### src/rtl/seq_pkg.sv
package seq_pkg;

    localparam int OPW = 2;
    localparam int CW  = OPW + 2;
    localparam int NST = 1 << CW;

    typedef logic [CW-1:0]  cnt_t;
    typedef logic [OPW-1:0] op_t;

    localparam cnt_t ST_FETCH_A = cnt_t'(0);
    localparam cnt_t ST_FETCH_B = cnt_t'(1);
    localparam cnt_t ST_FETCH_C = cnt_t'(2);
    localparam cnt_t ST_SUM_A   = cnt_t'(8);
    localparam cnt_t ST_SUM_B   = cnt_t'(9);
    localparam cnt_t ST_MASK_A  = cnt_t'(10);
    localparam cnt_t ST_MASK_B  = cnt_t'(11);
    localparam cnt_t ST_BRANCH  = cnt_t'(12);
    localparam cnt_t ST_BUMP    = cnt_t'(14);

    typedef struct packed {
        logic pc_load;
        logic pc_inc;
        logic pc_bus_en;
        logic ar_load;
        logic dr_load;
        logic dr_bus_en;
        logic ac_load;
        logic ac_inc;
        logic ir_load;
        logic alu_sel;
        logic mem_bus_en;
        logic mem_read;
    } strobe_t;

    typedef struct packed {
        logic clr;
        logic ld;
        logic inc;
    } cnt_cmd_t;

    // Entry code for an execute routine: MSB set, opcode, LSB clear.
    function automatic cnt_t entry_code(input op_t op);
        return {1'b1, op, 1'b0};
    endfunction

endpackage

### src/rtl/seq_counter.sv
module seq_counter
    import seq_pkg::*;
(
    input  logic     clk,
    input  logic     rst,
    input  cnt_cmd_t cmd,
    input  cnt_t     load_val,
    output cnt_t     count
);
    // Priority: reset, clear, load, increment.
    always_ff @(posedge clk) begin
        if (rst) begin
            count <= '0;
        end else if (cmd.clr) begin
            count <= '0;
        end else if (cmd.ld) begin
            count <= load_val;
        end else if (cmd.inc) begin
            count <= count + cnt_t'(1);
        end
    end
endmodule

### src/rtl/seq_decoder.sv
module seq_decoder #(
    parameter int W = 4
) (
    input  logic [W-1:0]      code,
    output logic [(1<<W)-1:0] hot
);
    localparam int N = 1 << W;

    for (genvar i = 0; i < N; i++) begin : g_line
        assign hot[i] = (code == W'(i));
    end
endmodule

### src/rtl/seq_strobes.sv
module seq_strobes
    import seq_pkg::*;
(
    input  logic [NST-1:0] hot,
    output strobe_t        stb,
    output cnt_cmd_t       cmd
);
    logic f_a, f_b, f_c, sum_a, sum_b, mask_a, mask_b, branch, bump;
    logic known;

    always_comb begin
        f_a    = hot[ST_FETCH_A];
        f_b    = hot[ST_FETCH_B];
        f_c    = hot[ST_FETCH_C];
        sum_a  = hot[ST_SUM_A];
        sum_b  = hot[ST_SUM_B];
        mask_a = hot[ST_MASK_A];
        mask_b = hot[ST_MASK_B];
        branch = hot[ST_BRANCH];
        bump   = hot[ST_BUMP];
        known  = f_a | f_b | f_c | sum_a | sum_b | mask_a | mask_b | branch | bump;
    end

    always_comb begin
        stb            = '0;
        stb.pc_load    = branch;
        stb.pc_inc     = f_b;
        stb.pc_bus_en  = f_a;
        stb.ar_load    = f_a | f_c;
        stb.dr_load    = f_b | sum_a | mask_a;
        stb.dr_bus_en  = f_c | sum_b | mask_b | branch;
        stb.ac_load    = sum_b | mask_b;
        stb.ac_inc     = bump;
        stb.ir_load    = f_c;
        stb.alu_sel    = mask_b;
        stb.mem_bus_en = f_b | sum_a | mask_a;
        stb.mem_read   = f_b | sum_a | mask_a;
    end

    // Unused codes fall back to fetch through clear.
    always_comb begin
        cmd.inc = f_a | f_b | sum_a | mask_a;
        cmd.ld  = f_c;
        cmd.clr = sum_b | mask_b | branch | bump | ~known;
    end
endmodule

### src/rtl/ctl_sequencer.sv
module ctl_sequencer
    import seq_pkg::*;
(
    input  logic       clk,
    input  logic       rst,
    input  logic [1:0] opcode,
    output logic [3:0] state,
    output logic       pc_load,
    output logic       pc_inc,
    output logic       pc_bus_en,
    output logic       ar_load,
    output logic       dr_load,
    output logic       dr_bus_en,
    output logic       ac_load,
    output logic       ac_inc,
    output logic       ir_load,
    output logic       alu_sel,
    output logic       mem_bus_en,
    output logic       mem_read
);
    cnt_t           count;
    logic [NST-1:0] hot;
    strobe_t        stb;
    cnt_cmd_t       cmd;
    cnt_t           entry;

    assign entry = entry_code(opcode);

    seq_counter u_cnt (
        .clk      (clk),
        .rst      (rst),
        .cmd      (cmd),
        .load_val (entry),
        .count    (count)
    );

    seq_decoder #(.W(CW)) u_dec (
        .code (count),
        .hot  (hot)
    );

    seq_strobes u_stb (
        .hot (hot),
        .stb (stb),
        .cmd (cmd)
    );

    assign state      = count;
    assign pc_load    = stb.pc_load;
    assign pc_inc     = stb.pc_inc;
    assign pc_bus_en  = stb.pc_bus_en;
    assign ar_load    = stb.ar_load;
    assign dr_load    = stb.dr_load;
    assign dr_bus_en  = stb.dr_bus_en;
    assign ac_load    = stb.ac_load;
    assign ac_inc     = stb.ac_inc;
    assign ir_load    = stb.ir_load;
    assign alu_sel    = stb.alu_sel;
    assign mem_bus_en = stb.mem_bus_en;
    assign mem_read   = stb.mem_read;
endmodule

### config.mk
export PLATFORM = sky130hd
export DESIGN_NAME = ctl_sequencer
export DESIGN_NICKNAME = d
export VERILOG_FILES = /design/src/rtl/seq_pkg.sv /design/src/rtl/seq_counter.sv /design/src/rtl/seq_decoder.sv /design/src/rtl/seq_strobes.sv /design/src/rtl/ctl_sequencer.sv
export SDC_FILE = /design/constraint.sdc
export NUM_CORES = 1
export LEC_CHECK = 0
export CORE_UTILIZATION = 42
export DETAILED_ROUTE_END_ITERATION = 8
export PLACE_DENSITY = 0.76
export SYNTH_ARGS = -nofsm -noshare
export SYNTH_HDL_FRONTEND = slang
export SYNTH_HIERARCHICAL = 1
export SYNTH_SLANG_ARGS = --single-unit
### constraint.sdc
create_clock -name clk -period 2.1 [get_ports clk]
set_input_delay 0.21 -clock clk [delete_from_list [all_inputs] [get_ports clk]]
set_output_delay 0.21 -clock clk [all_outputs]
set_load 0.01 [all_outputs]
==> qor.yml, run 1 <==
outcome: "finished, final reports clean"
min_to: "u_cnt/count[2]$_SDFFE_PP0P_"
cts_made_buffers: 3
cp_num_buf_inv: 2
cp.required_ns: 1.89
syn_area_per_cell_um2: 8.596
rsz0062_at_grt: "false"
core_area_um2: 977.2
cp_slowest_cell: "clkdlybuf4s50_1"
cts_resized: 3
syn_inst: 54
cts_buffer_depth: 2
cp_cell_sequence: "buf_4 -> and4bb_2 -> or3_4 -> clkdlybuf4s50_1"
rows: 11
end_kind: "output pin"
first_pass_iters: 2
crit_fanout: 8
fin_cells: 80
r2r_end: "u_cnt/count[0]$_SDFFE_PP0P_"
antenna_found_initial: 0
cp_top_family: "buffers and inverters"
routed_wl_um: 810
setup_tns_ns: 0
largest_register: "u_cnt/count"
largest_registers: "u_cnt/count (4)"
crit_path_start_kind: "register"
start_util_pct: 47.50
maxCapViolCount: 0
hold_viol_final: 0
die_w_um: 35.25
finalMaxSlewViolations: 0
grt_overflow: 0
clock_latency_ns: 0.23
holdBufCountCts: 0
setup_viol: 0
vias: 389
layout_min_cycle_time_ns: 2.012
stdcell_area_um2: 654.4
largest_reg_flops: 4
die_area_mm2: 0.001242
cts.sinks: 4
drive_gt1_share_pct: 28.36
nets: 74
p_leak_nw: 0.2712
ys_warn_count: 6
regToRegStartpoint: "u_cnt/count[1]$_SDFFE_PP0P_"
root_buffer: "clkbuf_4"
dieHeight_um: 35.25
dp.cells: 77
portBuffers: 19
ant_nets: 0
worstSetupPathType: "register to output pin"
drc: 0
wl_per_cell_um: 10.13
finClkSkew_ns: 0.004011
via_per_inst: 4.863
grt_max_degree: 14
power_mw: 0.9044
grtUsageTotal_pct: 14.30
ir_drop_uv: 970.6
rrSetupSlack_ns: 0.23
grt_pass1_vias: 311
place_congestion: 0.7069
netlist_area_um2: 464.2
p_per_area_mw_per_mm2: 1382
drt_iter0_markers: 7
cts_tree: "done"
startpoint: "u_cnt/count[1]$_SDFFE_PP0P_"
synth_nets: 59
finalCritPeriodShare_pct: 95.83
reg2regPathDepth: 7
place_area_um2: 603.1
hpwl_um: 614.1
cts_htree_levels: 1
worstHoldPathCells: 3
crit_arrival_ns: 1.80
antenna_cells: 0
critPathMaxStageDelay_ns: 0.49
ios: 20
area_growth_pct: 40.97
max_freq_ghz: 0.4969
hp-start: "opcode[1]"
grt_pass1_wl_um: 1324
post-cts-setup-buffers: 0
clk_pin_slew_worst_paths_ns: 0.04
hold_path.class: "input pin to register"
==> report_power, final <==
part / leakage [nW] / total, mW / internal [mW] / switching (mW)
combinational: 0.223 / 0.625 / 0.377 / 0.248
clock: 0.0138 / 0.0950 / 0.0639 / 0.0311
sequential: 0.0346 / 0.184 / 0.112 / 0.0720
total: 0.271 / 0.904 / 0.553 / 0.351
==> how the worst max path moves through the flow <==
stage	end	cells past startpoint
after detailed placement	u_cnt/count[0]$_SDFFE_PP0P_	6
after CTS	dr_bus_en	4
after global routing	mem_bus_en	4
after global placement	u_cnt/count[1]$_SDFFE_PP0P_	6
after floorplan	u_cnt/count[1]$_SDFFE_PP0P_	7
final	mem_bus_en	4
==> cell usage in the layout, fill, tap and decap left out, drive strengths merged, types with 2 or more instances in the layout <==
cell type	n
xor2	2
buf	4
and4bb	3
or2	3
a21oi	2
nor4	2
conb	2
nor4b	3
nand2	3
and2	2
and4b	2
dfxtp	4
clkdlybuf4s50	18
clkbuf	3
or3	2
o21ai	5
==> area by class of cell <==
type	count	area, µm²
fillers	86	322.8
multi-input cells	36	300.3
repair buffers	23	222.7
flip-flops and latches	4	88.84
clock buffers	3	22.52
well taps	13	16.27
inverters	1	3.754
==> routing by layer <==
metal / vias up / wire length, µm / GRT usage, %
met5: - / 0 / 0
met4: 0 / 0 / 6.000
met3: 0 / 48 / 3.822
met2: 14 / 362 / 22.17
met1: 168 / 399 / 18.65
li1: 207 / - / -
==> worst min-delay path, delay by kind of cell <==
kind            cells  cell delay, ns
buf+inv             1            0.39
compound gates      2            0.21
==> metrics by stage <==
| step | utilization, % | setup WS, ns | hold slack [ns] |
|---|---|---|---|
| 6_report | 66.97 | 0.08751 | 0.6168 |
| 5_1_grt | 66.97 | 0.005643 | 0.6142 |
| 4_1_cts | 64.40 | 0.004000 | 0.6091 |
| 3_5_place_dp | 61.72 | 0.1185 | 0.7233 |
| 3_3_place_gp | 61.72 | 0.1423 | 0.7262 |
| 2_1_floorplan | - | 0.2438 | 0.3923 |
No activity file was read; power rests on OpenSTA's default activity.
==> run 2: changes to the inputs <==
REMOVE_ABC_BUFFERS = 1   (was unset)
==> run 2 against run 1 <==
Against the previous run: critical path depth down 1; global-route usage is 2.5 points higher; register-to-register slack improved by 0.04 ns; combinational power is 2% lower; non-clock buffer count rose by 1; first-iteration DRC count decreased by 43%; fmax grew 2.2%; via count up 3.3%; critical endpoint unchanged; highest routed layer is now met4; routed wire length is 8.4% higher; die area stayed put.
==> qor.yml, run 2 (same netlist as run 1, synthesis figures left out) <==
outcome: "finished, final reports clean"
multiInputGateArea_um2: 291.5
critPathMaxStageDelay_ns: 0.49
cp_slowest_cell: "clkdlybuf4s50_1"
area_growth_pct: 40.97
cts_htree_levels: 1
ir_drop_uv: 735.0
largest_registers: "u_cnt/count (4)"
p_leak_nw: 0.2781
core_area_um2: 977.2
setup_tns_ns: 0
nFillCells: 83
nets: 75
via_per_inst: 4.963
grt_pass1_vias: 316
hpwl_um: 632.7
cts_made_buffers: 3
holdBufCountCts: 0
grtUsageTotal_pct: 16.82
first_pass_iters: 4
die_w_um: 35.25
drive_gt1_share_pct: 30.88
power_mw: 0.8816
wl_per_cell_um: 10.84
drt_iter0_markers: 4
antenna_found_initial: 0
antenna_cells: 0
rows: 11
start_util_pct: 47.50
ant_nets: 0
drc: 0
layout_min_cycle_time_ns: 1.970
layout_commonest_cell: "clkdlybuf4s50_1"
grt_util_met1_pct: 20.08
clock_latency_ns: 0.24
cts.sinks: 4
ios: 20
grt_pass1_wl_um: 1421
root_buffer: "clkbuf_4"
finalMaxSlewViolations: 0
crit_path_start_kind: "register"
dieHeight_um: 35.25
grt.met3_usage_pct: 7.643
cts_buffer_depth: 2
hold_path.class: "input pin to register"
largest_register: "u_cnt/count"
p_per_area_mw_per_mm2: 1347
clk_pin_slew_worst_paths_ns: 0.04
hold_viol_final: 0
portBuffers: 19
setup_viol: 0
fin_cells: 81
cp.required_ns: 1.89
stdcell_area_um2: 654.4
routed_wl_um: 878
place_area_um2: 603.1
end_kind: "output pin"
grt_overflow: 0
use_met2_pct: 23.58
grt_max_degree: 12
place_congestion: 0.7587
busiest_layer: "met2"
cts_tree: "done"
dp.cells: 77
max_freq_ghz: 0.5077
die_area_mm2: 0.001242
final_util_pct: 66.97
crit_fanout: 11
rsz0062_at_grt: "false"
worstSetupPathType: "register to output pin"
largest_reg_flops: 4
final_cell_mix: "clkdlybuf4s50_1, buf_4, o21ai_0"
crit_arrival_ns: 1.76
finalCritPeriodShare_pct: 93.79
vias: 402
maxCapViolCount: 0
cp_cell_sequence: "and4bb_2 -> or3_4 -> clkdlybuf4s50_1"
seq_area_um2: 87.58
finClkSkew_ns: 0.0002229
## run 2: cell count changes in the layout (fill, tap and decap cells not counted), sizes merged
| cell | previous run | this run |
|---|---|---|
| buf | 4 | 5 |
| dlymetal6s2s | 1 | 2 |
| clkdlybuf4s50 | 18 | 17 |
## run 2: through the flow
| stage | setup slack [ns] | hold slack (ns) |
|---|---|---|
| 3_5_place_dp | 0.1562 | 0.7279 |
| 3_3_place_gp | 0.1785 | 0.7098 |
| 5_1_grt | 0.05691 | 0.6203 |
| 6_report | 0.1303 | 0.5966 |
| 4_1_cts | 0.007559 | 0.5904 |
| 2_1_floorplan | 0.1040 | 0.3923 |
## run 2: timing repair
action	4_1_cts	5_1_grt
endpoints found under the setup margin	2	2
cloned	0	0
gates resized for setup	5	3
setup buffers	1	0
## run 2: routing by layer
metal  share of wire (%)  wire length, µm  up-vias
li1                    -                -      210
met1                  44              382      169
met2                  47              409       19
met3                 7.3               64        4
met4                 2.4               21        0
met5                   0                0        -
## run 2: cell type report
cell class | count | area share, %
tap | 13 | 2.486
sequential | 4 | 13.38
timing repair buffer | 24 | 35.56
clock buffer | 3 | 3.442
inverter | 1 | 0.5736
multi-input combinational | 36 | 44.55
## run 2: path summary, 6_finish.rpt
path | slack [ns] | from | endpoint | cells past startpoint
max | 0.13 | u_cnt/count[0]$_SDFFE_PP0P_ | mem_bus_en | 3
min | 0.60 | opcode[1] | u_cnt/count[2]$_SDFFE_PP0P_ | 3
max reg2reg | 0.27 | u_cnt/count[0]$_SDFFE_PP0P_ | u_cnt/count[3]$_SDFFE_PP0P_ | 6
min reg2reg | 0.67 | u_cnt/count[3]$_SDFFE_PP0P_ | u_cnt/count[3]$_SDFFE_PP0P_ | 2
## run 2: critical path: cells and delay by family (launching register included)
family	cells	cell delay (ns)
buffers and inverters	1	0.49
flip-flops	1	0.43
AND/OR/NAND/NOR	2	0.60
## run 2: where the power goes
group	switching [mW]	total, mW	internal [mW]	leakage [nW]
Sequential	0.0624	0.170	0.108	0.0347
Clock	0.0324	0.0964	0.0640	0.0138
Combinational	0.249	0.615	0.366	0.230
